==> config.mk <==
export PLATFORM = sky130hd
export DESIGN_NAME = brhaz_ctrl
export DESIGN_NICKNAME = d
export VERILOG_FILES = /design/src/rtl/bhu_pkg.sv /design/src/rtl/bhu_decide.sv /design/src/rtl/bhu_fetch.sv /design/src/rtl/bhu_lost_ctr.sv /design/src/rtl/brhaz_ctrl.sv
export SDC_FILE = /design/constraint.sdc
export NUM_CORES = 1
export LEC_CHECK = 0
export CAP_MARGIN = 30
export CORE_UTILIZATION = 46
export CTS_CLUSTER_DIAMETER = 200
export DETAILED_ROUTE_END_ITERATION = 16
export HOLD_SLACK_MARGIN = 0.08
export PLACE_DENSITY = 0.89
export SYNTH_ARGS = -nofsm -noshare
export SYNTH_HDL_FRONTEND = slang
export SYNTH_SLANG_ARGS = --single-unit
==> constraint.sdc <==
create_clock -name clk -period 6.1 [get_ports clk]
set_input_delay 0.915 -clock clk [delete_from_list [all_inputs] [get_ports clk]]
set_output_delay 0.915 -clock clk [all_outputs]
set_load 0.02 [all_outputs]
==> src/rtl/bhu_pkg.sv <==
// Package: shared types for the branch control hazard unit.
// Assumes policy codes are fixed by the requirements; code 3 is a reserved alias of stall.
package bhu_pkg;

    typedef enum logic [1:0] {
        POL_STALL  = 2'd0,
        POL_SQUASH = 2'd1,
        POL_DSLOT  = 2'd2,
        POL_RSVD   = 2'd3
    } policy_e;

    // Per-cycle control decision produced by the policy logic.
    typedef struct packed {
        logic stall;        // hold fetch this cycle
        logic kill;         // fetched instruction becomes a bubble
        logic take;         // redirect to target
        logic err;          // branch found in a delay slot
        logic opens_slot;   // next decode instruction is a delay slot
        logic lost_stall;   // one cycle lost to a policy stall
        logic lost_squash;  // one cycle lost to a squash
    } hz_ctl_t;

    localparam int unsigned NUM_LOST_CTR = 2;

endpackage

==> src/rtl/bhu_decide.sv <==
// Module: bhu_decide
// Combinational policy decision for one decode-stage branch.
// Assumes br_valid is already qualified by the decode valid bit and that
// the outcome is final in the same cycle.
module bhu_decide
    import bhu_pkg::*;
(
    input  policy_e  policy,
    input  logic     br_valid,
    input  logic     taken,
    input  logic     in_slot,
    output hz_ctl_t  ctl
);

    // Pick stall/kill/redirect from the selected policy and the outcome.
    always_comb begin
        ctl = '0;
        if (br_valid) begin
            if (in_slot) begin
                ctl.err = 1'b1;
            end else begin
                case (policy)
                    POL_SQUASH: begin
                        ctl.take        = taken;
                        ctl.kill        = taken;
                        ctl.lost_squash = taken;
                    end
                    POL_DSLOT: begin
                        ctl.take       = taken;
                        ctl.opens_slot = 1'b1;
                    end
                    default: begin
                        ctl.stall      = 1'b1;
                        ctl.kill       = 1'b1;
                        ctl.take       = taken;
                        ctl.lost_stall = 1'b1;
                    end
                endcase
            end
        end
    end

endmodule

==> src/rtl/bhu_fetch.sv <==
// Module: bhu_fetch
// Holds the fetch PC, the fetch/decode valid bit and the delay-slot flag.
// Assumes fixed-size instructions of INSTR_BYTES and a fetch every cycle.
module bhu_fetch
    import bhu_pkg::*;
#(
    parameter int unsigned      AW          = 32,
    parameter int unsigned      INSTR_BYTES = 4,
    parameter logic [AW-1:0]    RESET_PC    = 32'h100
) (
    input  logic            clk,
    input  logic            rst_n,
    input  hz_ctl_t         ctl,
    input  logic [AW-1:0]   target,
    output logic [AW-1:0]   pc_q,
    output logic [AW-1:0]   next_pc,
    output logic            fd_valid,
    output logic            in_slot
);

    localparam logic [AW-1:0] STEP = AW'(INSTR_BYTES);

    // Select the next fetch address: target, held PC, or sequential.
    always_comb begin
        if (ctl.take)
            next_pc = target;
        else if (ctl.stall)
            next_pc = pc_q;
        else
            next_pc = pc_q + STEP;
    end

    // Advance the PC and load the decode valid bit and slot flag.
    always_ff @(posedge clk) begin
        if (!rst_n) begin
            pc_q     <= RESET_PC;
            fd_valid <= 1'b0;
            in_slot  <= 1'b0;
        end else begin
            pc_q     <= next_pc;
            fd_valid <= ~ctl.kill;
            in_slot  <= ctl.opens_slot;
        end
    end

    p_kill_bubble_r3: assert property (@(posedge clk) disable iff (!rst_n)
        ctl.kill |=> !fd_valid);

    p_stall_hold_r3: assert property (@(posedge clk) disable iff (!rst_n)
        (ctl.stall && !ctl.take) |=> (pc_q == $past(pc_q)));

    p_slot_kept_r5: assert property (@(posedge clk) disable iff (!rst_n)
        ctl.opens_slot |=> (fd_valid && in_slot));

endmodule

==> src/rtl/bhu_lost_ctr.sv <==
// Module: bhu_lost_ctr
// Wrapping counter of lost cycles for one policy.
// Assumes at most one lost cycle per clock.
module bhu_lost_ctr #(
    parameter int unsigned CW = 16
) (
    input  logic            clk,
    input  logic            rst_n,
    input  logic            inc,
    output logic [CW-1:0]   cnt
);

    // Count one per lost-cycle event.
    always_ff @(posedge clk) begin
        if (!rst_n)
            cnt <= '0;
        else if (inc)
            cnt <= cnt + CW'(1);
    end

    p_ctr_hold_r9: assert property (@(posedge clk) disable iff (!rst_n)
        !inc |=> $stable(cnt));

    p_ctr_step_r9: assert property (@(posedge clk) disable iff (!rst_n)
        inc |=> (cnt != $past(cnt)));

endmodule

==> src/rtl/brhaz_ctrl.sv <==
// Module: brhaz_ctrl (top)
// Branch control hazard unit: fetch redirect, stall and squash under a
// run-time policy, with lost-cycle counters per policy.
// Assumes the branch resolves in decode, one stage after fetch.
module brhaz_ctrl
    import bhu_pkg::*;
#(
    parameter int unsigned      AW          = 32,
    parameter int unsigned      CW          = 16,
    parameter int unsigned      INSTR_BYTES = 4,
    parameter logic [AW-1:0]    RESET_PC    = 32'h100
) (
    input  logic            clk,
    input  logic            rst_n,
    input  logic [1:0]      policy_i,
    input  logic            id_branch_i,
    input  logic            id_taken_i,
    input  logic [AW-1:0]   id_target_i,
    input  logic            id_rf_we_i,
    input  logic            id_mem_we_i,
    output logic [AW-1:0]   fetch_pc_o,
    output logic [AW-1:0]   next_pc_o,
    output logic            fetch_stall_o,
    output logic            fd_kill_o,
    output logic            dec_valid_o,
    output logic            rf_we_o,
    output logic            mem_we_o,
    output logic            slot_err_o,
    output logic [CW-1:0]   stall_lost_o,
    output logic [CW-1:0]   squash_lost_o
);

    policy_e                 policy;
    hz_ctl_t                 ctl;
    logic                    fd_valid;
    logic                    in_slot;
    logic                    br_valid;
    logic [NUM_LOST_CTR-1:0] lost_inc;
    logic [CW-1:0]           lost_cnt [NUM_LOST_CTR];

    // Qualify the branch flag and decode the policy code.
    always_comb begin
        policy   = policy_e'(policy_i);
        br_valid = id_branch_i & fd_valid;
        lost_inc = {ctl.lost_squash, ctl.lost_stall};
    end

    bhu_decide u_decide (
        .policy   (policy),
        .br_valid (br_valid),
        .taken    (id_taken_i),
        .in_slot  (in_slot),
        .ctl      (ctl)
    );

    bhu_fetch #(
        .AW          (AW),
        .INSTR_BYTES (INSTR_BYTES),
        .RESET_PC    (RESET_PC)
    ) u_fetch (
        .clk      (clk),
        .rst_n    (rst_n),
        .ctl      (ctl),
        .target   (id_target_i),
        .pc_q     (fetch_pc_o),
        .next_pc  (next_pc_o),
        .fd_valid (fd_valid),
        .in_slot  (in_slot)
    );

    for (genvar g = 0; g < NUM_LOST_CTR; g++) begin : g_lost
        bhu_lost_ctr #(.CW(CW)) u_ctr (
            .clk   (clk),
            .rst_n (rst_n),
            .inc   (lost_inc[g]),
            .cnt   (lost_cnt[g])
        );
    end

    // Drive status outputs and gate the write enables with the valid bit.
    always_comb begin
        fetch_stall_o = ctl.stall;
        fd_kill_o     = ctl.kill;
        slot_err_o    = ctl.err;
        dec_valid_o   = fd_valid;
        rf_we_o       = id_rf_we_i & fd_valid;
        mem_we_o      = id_mem_we_i & fd_valid;
        stall_lost_o  = lost_cnt[0];
        squash_lost_o = lost_cnt[1];
    end

    p_stall_kills_r3: assert property (@(posedge clk) disable iff (!rst_n)
        fetch_stall_o |-> fd_kill_o);

    p_nt_free_r4: assert property (@(posedge clk) disable iff (!rst_n)
        (policy_i == 2'd1 && !id_taken_i) |-> (!fd_kill_o && !fetch_stall_o));

    p_dslot_nokill_r5: assert property (@(posedge clk) disable iff (!rst_n)
        (policy_i == 2'd2) |-> (!fd_kill_o && !fetch_stall_o));

    p_slot_err_quiet_r6: assert property (@(posedge clk) disable iff (!rst_n)
        slot_err_o |-> (!fd_kill_o && !fetch_stall_o && next_pc_o == fetch_pc_o + AW'(INSTR_BYTES)));

    p_bubble_ignored_r7: assert property (@(posedge clk) disable iff (!rst_n)
        !dec_valid_o |-> (!fd_kill_o && !slot_err_o));

    p_we_gated_r8: assert property (@(posedge clk) disable iff (!rst_n)
        (rf_we_o || mem_we_o) |-> dec_valid_o);

endmodule

==> results.py <==
metrics = {
    "run_status": {
        "status": "complete, no violations",
    },
    "final_layout": {
        "fin_cells": 658,
        "num_antenna_cells": 0,
        "final_nets": 602,
        "drive_gt1_share_pct": 4.27,
        "area_growth_pct": 48.0,
        "post-route-util_pct": 72.2,
    },
    "critical_path": {
        "slowest_stage": "clkdlybuf4s50_1",
        "crit_chain": "clkdlybuf4s50_1 > inv_1 > ha_1 > nand4b_1 > inv_1 > nor2_2 > nand4_1 > or3_1 > a31oi_1 > clkdlybuf4s50_1",
        "worstSetupPathType": "input pin to output pin",
        "required_ns": 5.18,
        "cp_slowest_stage_delay_ns": 0.63,
        "critPathLaunchType": "input pin",
        "cp_max_fo": 13,
        "endpoint_kind": "output pin",
        "worstSetupStartpoint": "policy_i[0]",
        "reg2reg_from": "u_fetch.in_slot",
        "worstRegToRegCells": 6,
        "worst_ep_arrival_time_ns": 4.22,
    },
    "floorplanning": {
        "die_area_um2": 7710,
        "fp.dieH_um": 87.8,
        "die_w_um": 87.8,
        "start_util_pct": 48.8,
        "rows": 30,
        "coreArea_um2": 6940,
        "io_pins": 142,
    },
    "clock_tree": {
        "clkTransAtPathRegs_ns": 0.07,
        "cts_setup_buffers": 0,
        "cts_resized": 0,
        "clockRootBuffer": "clkbuf_8",
        "clockBufferDepth": 2,
        "cts_made_buffers": 9,
        "cts_hold_buffers": 0,
        "insertion_delay_ns": 0.35,
        "htreeDepth": 3,
        "cts.sinks": 66,
        "cts_tree": "done",
    },
    "placed_design": {
        "dpl.hpwl_um": 7190,
        "dp.cells": 642,
        "place_congestion": 0.834,
        "portBuffers": 141,
    },
    "detailed_routing": {
        "dr.pass1.iters": 4,
        "routed_wl_um": 10000,
        "drt_iter0_drc": 154,
        "num_vias": 3588,
        "avgViaCountPerCell": 5.45,
        "post-route-drc-count": 0,
        "wire_per_inst_um": 15.3,
        "ant_nets": 0,
    },
    "sta": {
        "fin_crit_sh_pct": 84.1,
        "skew_ns": 0.00948,
        "hold_violations": 0,
        "fmax_mhz": 195,
        "maxSlewViolCount": 0,
        "max_slew_margin_pct": 35.4,
        "min_period_ns": 5.13,
        "final.setup.tns_ns": 0,
        "setup_violations": 0,
        "rsz0062_at_grt": "false",
        "worst_slew_pin_slew_ns": 0.965,
    },
    "global_routing": {
        "overflow": 0,
        "grt_max_degree": 77,
        "grt_pass1_wl_um": 15600,
        "antenna_found_initial": 0,
        "track_usage_pct": 26.1,
        "grt_pass1_vias": 3290,
    },
    "synthesis": {
        "synthesis.nets": 468,
        "synthFlopType": "dfxtp_1",
        "synth_largest_area_cell": "dfxtp_1",
        "synth_top_area_share_pct": 39.0,
        "synth-edff-count": 0,
        "synth_seq_cells": 66,
        "synth.distinct_cells": 40,
        "yosysWarnings": 0,
        "synth_area_leaders": "dfxtp_1 39%, nor2_1 7.6%, xnor2_1 6.7%",
        "syn_area_per_cell_um2": 8.01,
        "synthesis.instances": 423,
        "synth_area_um2": 3390,
        "synth-seq-area-share_pct": 39.0,
        "async_flop_share_pct": 0,
    },
    "run": {
        "drv_cap": 0,
    },
    "power": {
        "p_comb_share_pct": 21.3,
        "p_switching_uw": 299,
        "switching_share_pct": 30.0,
        "p_clk_share_pct": 32.1,
        "power.share.sequential_pct": 46.7,
        "powerDensity_nw_per_um2": 198,
        "vdd.ir_drop.worst_v": 0.000107,
        "p_int_uw": 695,
        "power_leakage_uw": 0.00178,
    },
    "min_path": {
        "min_path_type": "flip-flop to flip-flop",
        "min-delay-start": "u_fetch.pc_q[0]",
        "min_path_cells": 2,
    },
}
-- worst max-delay path: cells and delay by family --
family                   cells  cell delay [ns]
AO/OA/AOI/OAI                1             0.20
buffers and inverters        4             1.45
adder cells (fa/ha/maj)      1             0.28
AND/OR/NAND/NOR              4             1.36
-- stage by stage --
stage	worst slack, ns	hold slack, ns	power [µW]	cell area (µm²)
3_3_place_gp	1.14	0.457	680	4850
6_report	0.969	0.481	994	5010
2_1_floorplan	2.41	0.462	571	3390
3_5_place_dp	1.03	0.473	683	4850
5_1_grt	0.797	0.503	1030	5010
4_1_cts	1.03	0.483	994	5010
-- registers in the layout (all words and copies together) (netlist names) --
signal            cells
u_fetch.pc_q         32
u_fetch.fd_valid      1
g_lost.u_ctr.cnt     32
u_fetch.in_slot       1
-- kinds of logic after synthesis --
group	after synthesis	share of synthesized area (%)
AOI/OAI and AO/OA	58	10.5
xor gates and xnor gates	50	12.9
adders and majority gates	5	1.85
buffers and inverters	27	3.25
DFF	66	39.0
muxes	2	0.628
and+or+nand+nor	215	31.9
-- metal layers --
layer	up-vias	track usage [%]	share of wire (%)
met5	-	0	0
met4	0	11.2	2.1
met3	25	5.66	7.1
met2	150	44.3	48
met1	1656	31.9	43
li1	1757	-	-
-- power groups by stage --
stage / clock network (µW) / registers, µW / logic, µW
floorplan: 0 / 486 / 84.7
global placement: 0 / 472 / 208
detailed placement: 0 / 473 / 211
CTS: 318 / 463 / 212
global route: 342 / 466 / 224
finish: 319 / 464 / 211
-- final cells by class --
| type | instances | area [µm²] |
|---|---|---|
| multi-input cells | 330 | 1960 |
| repair buffers | 142 | 1420 |
| inverters | 8 | 30.0 |
| clock buffers | 11 | 131 |
| fillers | 528 | 1930 |
| flip-flops and latches | 66 | 1320 |
| well taps | 96 | 120 |
| clock inverters | 5 | 31.3 |
-- cells in the final DEF (no fill, tap or decap), types with 2 or more instances in the layout --
| cell | netlist | routed |
|---|---|---|
| clkinv_2 | 0 | 3 |
| or3_1 | 4 | 4 |
| nand4b_1 | 2 | 2 |
| xnor2_1 | 26 | 26 |
| and4_1 | 6 | 6 |
| nor2_1 | 69 | 69 |
| clkbuf_8 | 0 | 9 |
| a21oi_1 | 26 | 26 |
| nand4_1 | 20 | 20 |
| o21ai_0 | 5 | 5 |
| and3_1 | 8 | 8 |
| and2_1 | 14 | 14 |
| nand2_1 | 36 | 36 |
| ha_1 | 5 | 5 |
| o31ai_1 | 2 | 2 |
| inv_1 | 7 | 7 |
| a31oi_1 | 5 | 5 |
| clkbuf_1 | 14 | 2 |
| dfxtp_1 | 66 | 66 |
| nand3_1 | 23 | 23 |
| xor2_1 | 24 | 24 |
| nor3_1 | 11 | 11 |
| or2_2 | 3 | 3 |
| or4_1 | 3 | 3 |
| nor4_1 | 9 | 9 |
| clkdlybuf4s50_1 | 0 | 141 |
| a211oi_1 | 16 | 16 |
-- Yosys cell counts, types with 2 or more instances --
master	number
a211oi_1	16
a21oi_1	26
a31oi_1	5
and2_1	14
and3_1	8
and4_1	6
buf_1	3
clkbuf_1	14
dfxtp_1	66
ha_1	5
inv_1	7
nand2_1	36
nand3_1	23
nand4_1	20
nand4b_1	2
nor2_1	69
nor3_1	11
nor3b_1	2
nor4_1	9
o21ai_0	5
o31ai_1	2
or2_2	3
or3_1	4
or4_1	3
xnor2_1	26
xor2_1	24
-- worst paths after layout --
kind,endpoint,slack (ns)
min reg2reg,u_fetch.pc_q[0],0.48
max,next_pc_o[26],0.97
min,u_fetch.pc_q[0],0.48
max reg2reg,u_fetch.pc_q[26],3.66
(Power assumes the default switching activity.)
